<file path="src/rtl/dsadc_pkg.sv">
package dsadc_pkg;
  typedef enum logic [2:0] {
    ST_IDLE,
    ST_AZ,
    ST_GAP_AI,
    ST_INT,
    ST_GAP_ID,
    ST_DEINT,
    ST_DONE
  } state_e;

  localparam int unsigned SYNC_LAT = 2;
endpackage

</file>
<file path="src/rtl/dsadc_sync2.sv">
module dsadc_sync2 (
  input  logic clk_i,
  input  logic rst_ni,
  input  logic d_i,
  output logic q_o
);
  logic [1:0] stg_q;

  always_ff @(posedge clk_i or negedge rst_ni) begin
    if (!rst_ni) stg_q <= '0;
    else         stg_q <= {stg_q[0], d_i};
  end

  assign q_o = stg_q[1];
endmodule

</file>
<file path="src/rtl/dsadc_seq.sv">
module dsadc_seq
  import dsadc_pkg::*;
#(
  parameter int unsigned AZ_CYCLES  = 8,
  parameter int unsigned INT_CYCLES = 40,
  parameter int unsigned CNT_W      = 7
) (
  input  logic             clk_i,
  input  logic             rst_ni,
  input  logic             start_i,
  input  logic             cmp_s_i,
  output state_e           state_o,
  output logic [CNT_W-1:0] cnt_o,
  output logic             hit_o,
  output logic             over_o
);
  localparam int unsigned DEINT_MAX = 2 * INT_CYCLES + SYNC_LAT;

  state_e           state_q;
  logic [CNT_W-1:0] cnt_q;

  // measurement ends on the first low synchronized comparator, else at the limit
  assign hit_o  = (state_q == ST_DEINT) && !cmp_s_i;
  assign over_o = (state_q == ST_DEINT) && cmp_s_i && (cnt_q == CNT_W'(DEINT_MAX));

  always_ff @(posedge clk_i or negedge rst_ni) begin
    if (!rst_ni) begin
      state_q <= ST_IDLE;
      cnt_q   <= '0;
    end else begin
      unique case (state_q)
        ST_IDLE: begin
          cnt_q <= '0;
          if (start_i) state_q <= ST_AZ;
        end
        ST_AZ: begin
          if (cnt_q == CNT_W'(AZ_CYCLES - 1)) begin
            state_q <= ST_GAP_AI;
            cnt_q   <= '0;
          end else begin
            cnt_q <= cnt_q + 1'b1;
          end
        end
        ST_GAP_AI: begin
          state_q <= ST_INT;
          cnt_q   <= '0;
        end
        ST_INT: begin
          if (cnt_q == CNT_W'(INT_CYCLES - 1)) begin
            state_q <= ST_GAP_ID;
            cnt_q   <= '0;
          end else begin
            cnt_q <= cnt_q + 1'b1;
          end
        end
        ST_GAP_ID: begin
          state_q <= ST_DEINT;
          cnt_q   <= '0;
        end
        ST_DEINT: begin
          if (hit_o || over_o) state_q <= ST_DONE;
          else                 cnt_q   <= cnt_q + 1'b1;
        end
        ST_DONE: state_q <= ST_IDLE;
        default: state_q <= ST_IDLE;
      endcase
    end
  end

  assign state_o = state_q;
  assign cnt_o   = cnt_q;
endmodule

</file>
<file path="src/rtl/dsadc_result.sv">
module dsadc_result #(
  parameter int unsigned CNT_W = 7,
  parameter int unsigned LAT   = 2
) (
  input  logic             clk_i,
  input  logic             rst_ni,
  input  logic             hit_i,
  input  logic             over_i,
  input  logic [CNT_W-1:0] cnt_i,
  output logic [CNT_W-1:0] result_o,
  output logic             ovr_o
);
  logic [CNT_W-1:0] meas;

  // remove synchronizer latency; an early low (zero input) clamps to 0
  assign meas = (cnt_i >= CNT_W'(LAT)) ? cnt_i - CNT_W'(LAT) : '0;

  always_ff @(posedge clk_i or negedge rst_ni) begin
    if (!rst_ni) begin
      result_o <= '0;
      ovr_o    <= 1'b0;
    end else if (over_i) begin
      result_o <= '1;
      ovr_o    <= 1'b1;
    end else if (hit_i) begin
      result_o <= meas;
      ovr_o    <= 1'b0;
    end
  end
endmodule

</file>
<file path="src/rtl/dsadc_ctrl.sv">
module dsadc_ctrl
  import dsadc_pkg::*;
#(
  parameter int unsigned AZ_CYCLES  = 8,
  parameter int unsigned INT_CYCLES = 40,
  localparam int unsigned DEINT_MAX = 2 * INT_CYCLES + SYNC_LAT,
  localparam int unsigned CNT_LIM   = (DEINT_MAX > AZ_CYCLES) ? DEINT_MAX : AZ_CYCLES,
  localparam int unsigned RES_W     = $clog2(CNT_LIM + 1)
) (
  input  logic             clk_i,
  input  logic             rst_ni,
  input  logic             start_i,
  input  logic             cmp_i,
  output logic             sw_az_o,
  output logic             sw_in_o,
  output logic             sw_ref_o,
  output logic             busy_o,
  output logic             done_o,
  output logic             ovr_o,
  output logic [RES_W-1:0] result_o
);
  logic             cmp_s;
  state_e           state;
  logic [RES_W-1:0] cnt;
  logic             hit, over;

  dsadc_sync2 u_sync (
    .clk_i (clk_i),
    .rst_ni(rst_ni),
    .d_i   (cmp_i),
    .q_o   (cmp_s)
  );

  dsadc_seq #(
    .AZ_CYCLES (AZ_CYCLES),
    .INT_CYCLES(INT_CYCLES),
    .CNT_W     (RES_W)
  ) u_seq (
    .clk_i  (clk_i),
    .rst_ni (rst_ni),
    .start_i(start_i),
    .cmp_s_i(cmp_s),
    .state_o(state),
    .cnt_o  (cnt),
    .hit_o  (hit),
    .over_o (over)
  );

  dsadc_result #(
    .CNT_W(RES_W),
    .LAT  (SYNC_LAT)
  ) u_res (
    .clk_i   (clk_i),
    .rst_ni  (rst_ni),
    .hit_i   (hit),
    .over_i  (over),
    .cnt_i   (cnt),
    .result_o(result_o),
    .ovr_o   (ovr_o)
  );

  // selects decode straight from the state register; gap states leave all off
  assign sw_az_o  = (state == ST_AZ);
  assign sw_in_o  = (state == ST_INT);
  assign sw_ref_o = (state == ST_DEINT);
  assign busy_o   = (state != ST_IDLE);
  assign done_o   = (state == ST_DONE);
endmodule

</file>
<file path="config.mk">
export PLATFORM = sky130hd
export DESIGN_NAME = dsadc_ctrl
export DESIGN_NICKNAME = d
export VERILOG_FILES = /design/src/rtl/dsadc_pkg.sv /design/src/rtl/dsadc_sync2.sv /design/src/rtl/dsadc_seq.sv /design/src/rtl/dsadc_result.sv /design/src/rtl/dsadc_ctrl.sv
export SDC_FILE = /design/constraint.sdc
export NUM_CORES = 1
export LEC_CHECK = 0
export BUFFER_PORTS_ARGS = -buffer_cell sky130_fd_sc_hd__buf_2
export CORE_MARGIN = 4
export CORE_UTILIZATION = 50
export CTS_CLUSTER_DIAMETER = 30
export DETAILED_ROUTE_END_ITERATION = 6
export GPL_ROUTABILITY_DRIVEN = 0
export PLACE_DENSITY_LB_ADDON = 0.2
export SYNTH_ARGS = -nofsm -noshare
export SYNTH_HDL_FRONTEND = slang
export SYNTH_SLANG_ARGS = --single-unit
</file>
<file path="constraint.sdc">
create_clock -name clk_i -period 2.35 [get_ports clk_i]
set_clock_uncertainty 0.15 [all_clocks]
set_input_delay 0 -clock clk_i [delete_from_list [all_inputs] [get_ports clk_i]]
set_output_delay 0 -clock clk_i [all_outputs]
set_load 0.05 [all_outputs]
</file>
==> flow_summary.json <==
{
  "grt_max_degree": 21,
  "drive_above_1_share": 0.1955,
  "netlist_area_um2": 1181,
  "seq_area_um2": 500.5,
  "path_buf_inv": 0,
  "yosysTopAreaCell": "dfrtp_1",
  "dieArea_um2": 3204,
  "status": "finished clean",
  "yosysMostFrequentCell": "dfrtp_1",
  "peakVddDrop_v": 0.0002916,
  "vias": 936,
  "synth_area_leaders": "dfrtp_1 (42%), a221o_1 (5.9%), ha_1 (4.2%)",
  "dr.pass1.iters": 4,
  "seq_area_frac_synth": 0.4237,
  "power_leakage_nw": 0.5959,
  "hp-class": "primary input to async pin",
  "antenna_found_initial": 0,
  "io_buffers": 16,
  "viasPerCell": 5.814,
  "synthDominantCellAreaShare": 0.4237,
  "wirelength_mm": 2.364,
  "post-route-period-util": 0.8575,
  "period_minus_slack_ps": 2015,
  "synth_edf_count": 0,
  "p_per_area_nw_per_um2": 401.2,
  "required_ps": 2390,
  "tritoncts": "built",
  "drc": 0,
  "start_util": 0.5289,
  "root_buffer": "clkbuf_4",
  "wire_per_inst_um": 14.68,
  "cts.path.max_buffers": 2,
  "ys_types": 43,
  "async_flop_share": 1.000,
  "slowest_stage": "a311oi_1",
  "syn-num-nets": 126,
  "arrival_ps": 2050,
  "syn_inst": 118,
  "drt-initial-drc-count": 11,
  "cp-start-kind": "register",
  "endpoint_kind": "register",
  "cts_buffers": 3,
  "final_hold_viol_count": 0,
  "placed_area_um2": 1239,
  "grt_pass1_vias": 911,
  "max_cap_violations": 0,
  "synth_ff_type": "dfrtp_1",
  "antenna_left": 0,
  "setup_violations": 0,
  "ios": 17,
  "avgSynthCellArea_um2": 10.01,
  "cts_sinks": 20,
  "ys_seq_elements": 20,
  "die_w_um": 56.61,
  "maxSlewViolCount": 0,
  "yosys-top-cells-count": "dfrtp_1 (20), inv_1 (8), nand2_1 (8), nor2_1 (8), a221o_1 (7)",
  "area_delta_synth_final_pct": 9.322,
  "hpwl_mm": 1.775,
  "critPathMaxFanout": 6,
  "yosys_warnings": 0,
  "htree_num_levels": 1,
  "nFillCells": 222,
  "core.rowCount": 17,
  "path_cells": "ha_1, and2_1, a311oi_1, a21oi_2, a31o_1",
  "dieHeight_um": 56.61,
  "clk_latency_ps": 290,
  "grt_usage": 0.1553,
  "antenna_cells": 0,
  "coreArea_um2": 2233,
  "post-route-cell-area_um2": 1291,
  "path_class": "register to register",
  "fmax_ghz": 0.4962,
  "path_clk_slew_ps": 100,
  "grt_pass1_wl_mm": 4.084,
  "globalRouteOverflowTotal": 0,
  "max_stage_delay_ps": 480,
  "finalNetCount": 143,
  "worst_slew_pin_slew_ps": 545.9,
  "p_total_mw": 0.5180,
  "slew_headroom": 0.6336,
  "crit_family": "compound AO/OA/AOI/OAI gates",
  "multi_input_area_um2": 585.6,
  "rsz0062_at_grt": "no",
  "timing.setup.tns_ps": 0
}
==> registers in the layout, summed over array words and instances, names as in the netlist <==
signal / count
u_res.result_o: 7
u_seq.state_o: 3
u_seq.cnt_o: 7
u_res.ovr_o: 1
u_sync.stg_q: 2
==> area by class of cell <==
class	count	area share
sequential	20	0.3876
tap	28	0.02713
clock buffer	3	0.01744
inverter	8	0.02326
multi-input combinational	82	0.4535
timing repair buffer	20	0.09109
==> cell usage in the layout, fill, tap and decap left out, types with 2 or more instances in the layout <==
| cell type | netlist | routed |
|---|---|---|
| o21ai_1 | 3 | 3 |
| o21a_1 | 2 | 2 |
| nor2_1 | 8 | 8 |
| a21oi_1 | 4 | 4 |
| clkbuf_4 | 0 | 3 |
| xnor2_1 | 3 | 3 |
| nand3_1 | 4 | 4 |
| buf_2 | 1 | 16 |
| xor2_1 | 3 | 3 |
| nand2_1 | 8 | 8 |
| and2_1 | 2 | 2 |
| o2bb2ai_1 | 2 | 2 |
| dlygate4sd3_1 | 0 | 3 |
| or3_1 | 2 | 2 |
| a221o_1 | 7 | 7 |
| a21o_1 | 2 | 2 |
| ha_1 | 4 | 4 |
| dfrtp_1 | 20 | 20 |
| nor3_1 | 3 | 3 |
| nand3b_1 | 2 | 2 |
| inv_1 | 8 | 8 |
| nand4_1 | 3 | 3 |
==> per-stage QoR <==
stage / worst slack, ps / instances / hold slack [ps] / utilization
floorplan: 566.7 / 118 / -445.6 / -
global placement: 475.1 / 155 / -186.6 / 0.5546
detailed placement: 364.0 / 155 / -183.4 / 0.5546
CTS: 345.5 / 161 / 29.96 / 0.5782
global route: 241.0 / 161 / 53.97 / 0.5782
finish: 334.8 / 161 / 25.68 / 0.5782
==> repair_timing <==
| item | in CTS | in global routing |
|---|---|---|
| setup buffers | 0 | 0 |
| gates resized for setup | 0 | 0 |
| endpoints found under the hold margin | 22 | 0 |
| hold buffers | 3 | 0 |
==> path summary, 6_finish.rpt <==
check                           startpoint                end  slack [ps]  cells past startpoint
setup / recovery            u_seq.cnt_o[1]   u_seq.state_o[1]         330                      5
hold / removal                      rst_ni  u_res.result_o[2]          30                      2
setup reg to reg            u_seq.cnt_o[1]   u_seq.state_o[1]         330                      5
hold reg to reg            u_sync.stg_q[0]    u_sync.stg_q[1]         210                      0
max in group asynchronous           rst_ni    u_sync.stg_q[0]        1720                      2
min in group clk_i                   cmp_i    u_sync.stg_q[0]         190                      2
==> metal layers <==
layer  share of wire  GRT usage  wire length [um]  vias up
li1                -          -                 -      462
met1            0.48     0.2104              1130      450
met2            0.47     0.2607              1111       22
met3           0.045    0.02529               107        2
met4          0.0063    0.03051                15        0
met5               0          0                 0        -
==> cell families after synthesis <==
family          synth area share
fa+ha+maj                0.04237
mux                     0.008475
flops                     0.4237
xor+xnor                 0.04450
buf+inv                  0.08051
compound gates            0.2182
simple gates              0.1822
==> where the power goes <==
part	switching, mW	total, mW	internal, mW
clock	0.0961	0.156	0.0596
sequential	0.00174	0.347	0.346
combinational	0.00904	0.0150	0.00597
(Power assumes the default switching activity.)
